===== src/rtl/spi_cmd_host.sv =====
module spi_cmd_host #(
  parameter int CLK_DIV        = 9,
  parameter int GAP_CYCLES     = 2500,
  parameter int TIMEOUT_CYCLES = 500000,
  parameter int CNT_W          = 8
) (
  input  logic             clk,
  input  logic             rst_n,
  input  logic             start,
  input  logic             cmd_len,
  input  logic [7:0]       cmd_byte0,
  input  logic [7:0]       cmd_byte1,
  input  logic [CNT_W-1:0] resp_count,
  output logic             busy,
  output logic             done,
  output logic             timeout_err,
  output logic [7:0]       resp_data,
  output logic             resp_valid,
  output logic             sck,
  output logic             ss_n,
  output logic             mosi,
  input  logic             miso,
  input  logic             drdy_n
);
  localparam int TMAX = (GAP_CYCLES > TIMEOUT_CYCLES) ? GAP_CYCLES : TIMEOUT_CYCLES;
  localparam int TW   = $clog2(TMAX + 1);
  localparam int DW   = $clog2(CLK_DIV + 1);

  typedef enum logic [2:0] {S_IDLE, S_FRAME, S_HOLD, S_GAP, S_WLO, S_WHI} st_t;

  st_t             st;
  logic [DW-1:0]   div_cnt;
  logic [TW-1:0]   tcnt;
  logic            ph, second, fetching;
  logic [2:0]      bitn;
  logic [7:0]      shreg, rxsr, byte1;
  logic [CNT_W-1:0] left;
  logic            drdy_m, drdy_s;

  wire half_done = (div_cnt == DW'(CLK_DIV - 1));

  assign busy      = (st != S_IDLE);
  assign mosi      = shreg[7];
  assign resp_data = rxsr;

  always_ff @(posedge clk or negedge rst_n) begin
    if (!rst_n) begin
      st <= S_IDLE;
      div_cnt <= '0;
      tcnt <= '0;
      ph <= 1'b0;
      second <= 1'b0;
      fetching <= 1'b0;
      bitn <= '0;
      shreg <= '0;
      rxsr <= '0;
      byte1 <= '0;
      left <= '0;
      drdy_m <= 1'b1;
      drdy_s <= 1'b1;
      sck <= 1'b0;
      ss_n <= 1'b1;
      resp_valid <= 1'b0;
      done <= 1'b0;
      timeout_err <= 1'b0;
    end else begin
      resp_valid  <= 1'b0;
      done        <= 1'b0;
      timeout_err <= 1'b0;
      drdy_m      <= drdy_n;
      drdy_s      <= drdy_m;
      case (st)
        S_IDLE: if (start) begin
          shreg    <= cmd_byte0;
          byte1    <= cmd_byte1;
          second   <= cmd_len;
          left     <= resp_count;
          fetching <= 1'b0;
          ss_n     <= 1'b0;
          div_cnt  <= '0;
          ph       <= 1'b0;
          bitn     <= '0;
          st       <= S_FRAME;
        end
        S_FRAME: begin
          if (half_done) begin
            div_cnt <= '0;
            if (!ph) begin
              sck  <= 1'b1;
              ph   <= 1'b1;
              rxsr <= {rxsr[6:0], miso};
            end else begin
              sck <= 1'b0;
              ph  <= 1'b0;
              if (bitn == 3'd7) st <= S_HOLD;
              else begin
                bitn  <= bitn + 3'd1;
                shreg <= {shreg[6:0], 1'b0};
              end
            end
          end else div_cnt <= div_cnt + DW'(1);
        end
        S_HOLD: begin
          if (half_done) begin
            div_cnt <= '0;
            if (fetching) st <= S_WHI;
            else begin
              ss_n <= 1'b1;
              tcnt <= '0;
              if (second) begin
                second <= 1'b0;
                shreg  <= byte1;
                st     <= S_GAP;
              end else begin
                shreg <= '0;
                if (left == '0) begin
                  done <= 1'b1;
                  st   <= S_IDLE;
                end else st <= S_WLO;
              end
            end
          end else div_cnt <= div_cnt + DW'(1);
        end
        S_GAP: begin
          if (tcnt == TW'(GAP_CYCLES - 1)) begin
            ss_n    <= 1'b0;
            div_cnt <= '0;
            ph      <= 1'b0;
            bitn    <= '0;
            st      <= S_FRAME;
          end else tcnt <= tcnt + TW'(1);
        end
        S_WLO: begin
          if (!drdy_s) begin
            ss_n     <= 1'b0;
            fetching <= 1'b1;
            shreg    <= '0;
            div_cnt  <= '0;
            ph       <= 1'b0;
            bitn     <= '0;
            st       <= S_FRAME;
          end else if (tcnt == TW'(TIMEOUT_CYCLES - 1)) begin
            done        <= 1'b1;
            timeout_err <= 1'b1;
            st          <= S_IDLE;
          end else tcnt <= tcnt + TW'(1);
        end
        S_WHI: if (drdy_s) begin
          ss_n       <= 1'b1;
          resp_valid <= 1'b1;
          left       <= left - CNT_W'(1);
          tcnt       <= '0;
          if (left == CNT_W'(1)) begin
            done <= 1'b1;
            st   <= S_IDLE;
          end else st <= S_WLO;
        end
        default: st <= S_IDLE;
      endcase
    end
  end
endmodule


===== config.mk =====
export PLATFORM = sky130hd
export DESIGN_NAME = spi_cmd_host
export DESIGN_NICKNAME = d
export VERILOG_FILES = /design/src/rtl/spi_cmd_host.sv
export SDC_FILE = /design/constraint.sdc
export NUM_CORES = 1
export LEC_CHECK = 0
export ABC_AREA = 1
export BUFFER_PORTS_ARGS = -buffer_cell sky130_fd_sc_hd__clkbuf_2
export CORE_MARGIN = 2
export CORE_UTILIZATION = 53
export CTS_BUF_LIST = sky130_fd_sc_hd__clkbuf_8 sky130_fd_sc_hd__clkbuf_16
export CTS_CLUSTER_SIZE = 28
export DETAILED_ROUTE_END_ITERATION = 8
export PLACE_DENSITY = 0.85
export SYNTH_ARGS = -nofsm -noshare
export SYNTH_HDL_FRONTEND = slang
export SYNTH_SLANG_ARGS = --single-unit

===== constraint.sdc =====
create_clock -name clk -period 1.65 [get_ports clk]
set_input_delay 0.2475 -clock clk [delete_from_list [all_inputs] [get_ports clk]]
set_output_delay 0.2475 -clock clk [all_outputs]
set_load 0.05 [all_outputs]

==> results by stage <==
STA:
- Setup repair after global routing could not meet its margin everywhere.
- The pin slew with the least headroom to its limit is 0.392 ns.
- The number of hold-slack violations in the final timing report is 0.
- The total of endpoints with negative setup slack in the final report is 19.
- The remaining max-slew budget at the tightest pin is 73.8%.
- The time the final worst path needs with I/O delays and setup is between 1.5 and 2 ns.
- The number of max-slew violations in the final report was 0.
- Timing would allow up to ~0.6 GHz.
- The final worst-path setup slack is -0.0626 ns.
- Across the routed clock network, the largest skew measured is about 0.0062 ns.
- In the finished design, the share of the clock period the worst path needs comes to 104%.

Clock tree:
- The cell sitting at the root of the clock tree is a sky130_fd_sc_hd__clkbuf_8.
- TritonCTS built the clock tree.
- Clock latency on the worst-skew pair, taken at its later pin, is ~0.34 ns.
- The maximum root-to-sink buffer count is 2.
- After clock tree synthesis, the clock-pin slew on the worst setup and hold paths is ~0.070 ns.
- The CTS buffer count is 9.
- For this design, the sink count on the clock tree is between 70 and 80.
- The H-tree was split into 3 levels.

Routing:
- In the routed design, unresolved DRC markers number 0.
- The number of antenna-violating nets in the routed design is 0.
- The ratio of routed vias to standard cells is around 5.5.
- The mean routed wirelength per cell is about 15 um.
- The post-detailed-routing wire length is roughly 11000 um.
- In this run, the number of DRC markers left after iteration 0 of detailed routing was between 200 and 250.
- For this run, the detailed router's first-pass iteration total came to 5.
- The routed layout has ~4100 vias.

Place:
- The congestion estimate from routability-driven global placement came to 0.926.
- Prior to clock tree synthesis, the placed netlist has a worst setup slack of -0.0887 ns.
- The placed wire-length estimate is between 6000 and 7000 um.
- The placement-stage cell area is 4710 um2.
- The count of buffers added on input and output ports is 44.
- The placed instance count is ~700.

Finish:
- The cell area after layout is between 5000 and 6000 um2.
- The total number of nets in the final design is slightly below 700.
- The number of antenna diodes in the final layout is 0.
- Cells with a size suffix above 1 make up ~32% of the layout.
- The area growth from synthesis to layout is 33.1%.
- The utilization after layout is 73.4%.
- Leaving out filler cells and counting taps, the final layout contains about 740.

Synth:
- Counting flops and latches in the post-synthesis netlist gives 71.
- Yosys mapped a number of flops with a built-in enable equal to 0.
- Counting every net in the synthesized netlist gives ~570.
- After synthesis, the cell types taking the most area are sky130_fd_sc_hd__dfrtp_1 (42%), sky130_fd_sc_hd__nand2_1 (15%), sky130_fd_sc_hd__inv_1 (4.4%).
- For this run, the number of Yosys warnings is 0.
- The number of standard cells after synthesis is 528.
- The fraction of synthesized cell area taken by the top area cell type is between 40% and 50%.
- Of the synthesized area, sequential elements account for ~44%.
- The synthesized design spends more area on one cell type than any other, namely sky130_fd_sc_hd__dfrtp_1.
- The average instance area after synthesis is ~7.7 um2.
- Summing every instance area after synthesis gives about 4000 um2.
- Among all flip-flop cells after synthesis, the most frequent one is sky130_fd_sc_hd__dfrtp_1.
- In the synthesized netlist the async set-or-reset flop fraction comes to 100%.
- The number of different library cells in the post-synthesis netlist is 35.

Critical path:
- At the worst endpoint, the arrival time is between 1.5 and 2 ns.
- In this run the critical register-to-register path is launched from st[1]$_DFFE_PN0P_.
- Data on the critical path is required at its endpoint by 1.88 ns.
- The critical path goes through nor2_4 > nand3_4 > nand2_1 > inv_2 > nand2_1 > nor3_4 > buf_6 > buf_12 > nand2_2 > o21ai_2.
- The cell repeated most along the worst path is sky130_fd_sc_hd__nand2_1.
- The worst setup path is launched from a register.
- The critical path's largest stage delay is about 0.45 ns.
- For flop-to-flop paths, the worst setup slack is -0.06 ns.
- The depth of the worst register-to-register path is 10.
- The largest driver fanout on the critical path is 8.
- The nature of the critical path endpoint is a register.
- The terminus of the critical flop-to-flop path is shreg[4]$_DFFE_PN0P_.
- The library cell contributing the largest single delay on the critical path is sky130_fd_sc_hd__dfrtp_2.
- The type of the setup path with the least slack is register to register.

Floorplanning:
- The floorplan die area is between 8000 and 9000 um2.
- The initial standard-cell utilization of the core is 55.2%.
- The horizontal die dimension is around 91 um.
- The die is between 90 and 100 um tall.
- During I/O placement, the number of pins put on the boundary was 45.
- Row generation in the floorplan step produced 31 rows.
- The standard cell core area is roughly 7300 um2.

GRT:
- The all-layer global routing usage is roughly 26%.
- The initial antenna violation count was 0.
- Global routing consumed, on the met2 layer, 44.9% of the routing resources.
- Entering global routing, the biggest net connects 72 pins.
- For met3 alone, demand over resource in global routing was ~6.1%.
- Global routing used a little under a third of the available met1 tracks.
- The number of global-route vias before repair was 3778.
- After global routing the overflow that remains totals 0.
- The wire length of the first global-routing pass is between 15000 and 20000 um.
- met2 is the most crowded layer.

Status:
- The flow ran to the end, but the final reports show violations.
- The final reports fail on setup timing.

Min path:
- The tightest min-delay check is of the primary input to register type.
- The worst hold path passes through 3 cells.
- The start point of the worst hold path is cmd_byte1[2].
- For hold timing, the worst endpoint is byte1[2]$_DFFE_PN0P_.

Pwr:
- The internal power consumption is roughly 4.9 mW.
- Power spread over the standard cell area amounts to ~1600 nW/um2.
- The worst ir drop on vdd is approximately 1.2 mV.
- Of the total power, registers draw a little under a third.
- The static leakage is roughly 2.7 nW.
- The switching part of the total power is a little over two fifths.
- The clock network accounts for around 16% of the total power.
- The relative contribution of combinational cells to total power is approximately 54%.
- The switching power is roughly 3.7 mW.

Job:
- Across the run, the number of max-cap violations was 0.
==> cell type report <==
cell class	instances	area, um2
Clock buffer	13	179
Clock inverter	3	16.3
Fill cell	514	1950
Inverter	53	209
Multi-Input combinational cell	387	2200
Sequential cell	71	1790
Tap cell	99	124
Timing Repair Buffer	115	866
==> flip-flops by register name (all words and copies together) (netlist names), 3 cells and up <==
register and flops:
div_cnt 4, resp_data 8, st 3, shreg 8, left 8, byte1 8
bitn 3, tcnt 19
==> power by group through the flow <==
stage / logic [mW] / clock network (mW) / registers [mW]
floorplan: 2.29 / 0 / 2.59
global placement: 3.32 / 0 / 2.55
detailed placement: 3.48 / 0 / 2.57
CTS: 4.01 / 1.36 / 2.53
global route: 5.10 / 1.44 / 2.62
finish: 4.65 / 1.33 / 2.58
==> repair_timing <==
action,4_1_cts,5_1_grt
resized for setup,24,50
hold buffers,2,0
setup endpoints to repair,43,47
setup buffers,9,8
pin swaps,7,13
endpoints found under the hold margin,69,0
gates cloned,1,2
==> layer usage <==
| layer | up-vias | routed length, um | part of all wire (%) |
|---|---|---|---|
| li1 | 1937 | - | - |
| met1 | 1918 | 4270 | 40 |
| met2 | 172 | 5490 | 51 |
| met3 | 32 | 684 | 6.4 |
| met4 | 0 | 320 | 3.0 |
| met5 | - | 0 | 0 |
==> logic make-up (layout without fill, tap and decap cells) <==
logic type / count (synthesis) / after routing / synth area share [%]
simple gates: 284 / 284 / 30.5
flops: 71 / 71 / 44.0
compound gates: 70 / 70 / 9.87
buf+inv: 70 / 184 / 7.18
xor+xnor: 16 / 16 / 3.46
fa+ha+maj: 9 / 9 / 2.78
mux: 8 / 8 / 2.23
==> synth_stat cells, drive strengths merged, types with 3 or more instances <==
| library cell | number |
|---|---|
| nand4 | 14 |
| buf | 8 |
| dfstp | 3 |
| inv | 53 |
| o21ai | 44 |
| xnor2 | 4 |
| mux2 | 8 |
| o211ai | 10 |
| ha | 9 |
| clkbuf | 9 |
| a21oi | 10 |
| nor3 | 9 |
| dfrtp | 68 |
| nor2 | 49 |
| nand2 | 170 |
| nand3 | 38 |
| xor2 | 12 |
==> placed cells by master (no fill, tap or decap), types with 14 or more instances in the layout <==
cell type                  count
sky130_fd_sc_hd__buf_4        58
sky130_fd_sc_hd__nand4_1      14
sky130_fd_sc_hd__nand2_1     158
sky130_fd_sc_hd__clkbuf_2     42
sky130_fd_sc_hd__nor2_1       34
sky130_fd_sc_hd__o21ai_0      24
sky130_fd_sc_hd__nand3_1      27
sky130_fd_sc_hd__inv_1        46
sky130_fd_sc_hd__dfrtp_1      61
==> critical path: cells and delay by family (launching register included) <==
family | cells | cell delay, ns
flip-flops | 1 | 0.45
AO/OA/AOI/OAI | 1 | 0.06
AND/OR/NAND/NOR | 6 | 0.74
buffers and inverters | 3 | 0.33
==> metrics by stage <==
stage	TNS (ns)	total power, mW	hold WS [ns]
6_report	-0.391	8.55	0.0985
5_1_grt	-3.47	9.16	0.102
4_1_cts	-0.107	7.90	0.0819
3_5_place_dp	-1.13	6.05	0.303
3_3_place_gp	-0.138	5.87	0.300
2_1_floorplan	0	4.88	-0.0481
==> worst max-delay path by stage <==
stage	depth (start not counted)	from	slack, ns	to
after CTS	11	div_cnt[1]$_DFFE_PN0P_	-0.02	shreg[0]$_DFFE_PN0P_
after detailed placement	10	div_cnt[0]$_DFFE_PN0P_	-0.09	st[2]$_DFFE_PN0P_
after global placement	10	div_cnt[0]$_DFFE_PN0P_	-0.04	st[2]$_DFFE_PN0P_
after global routing	11	div_cnt[1]$_DFFE_PN0P_	-0.16	shreg[4]$_DFFE_PN0P_
final	10	st[1]$_DFFE_PN0P_	-0.06	shreg[4]$_DFFE_PN0P_
after floorplan	9	st[0]$_DFFE_PN0P_	0.005	left[6]$_DFFE_PN0P_
Note: power is estimated with default switching activity, not from simulation.
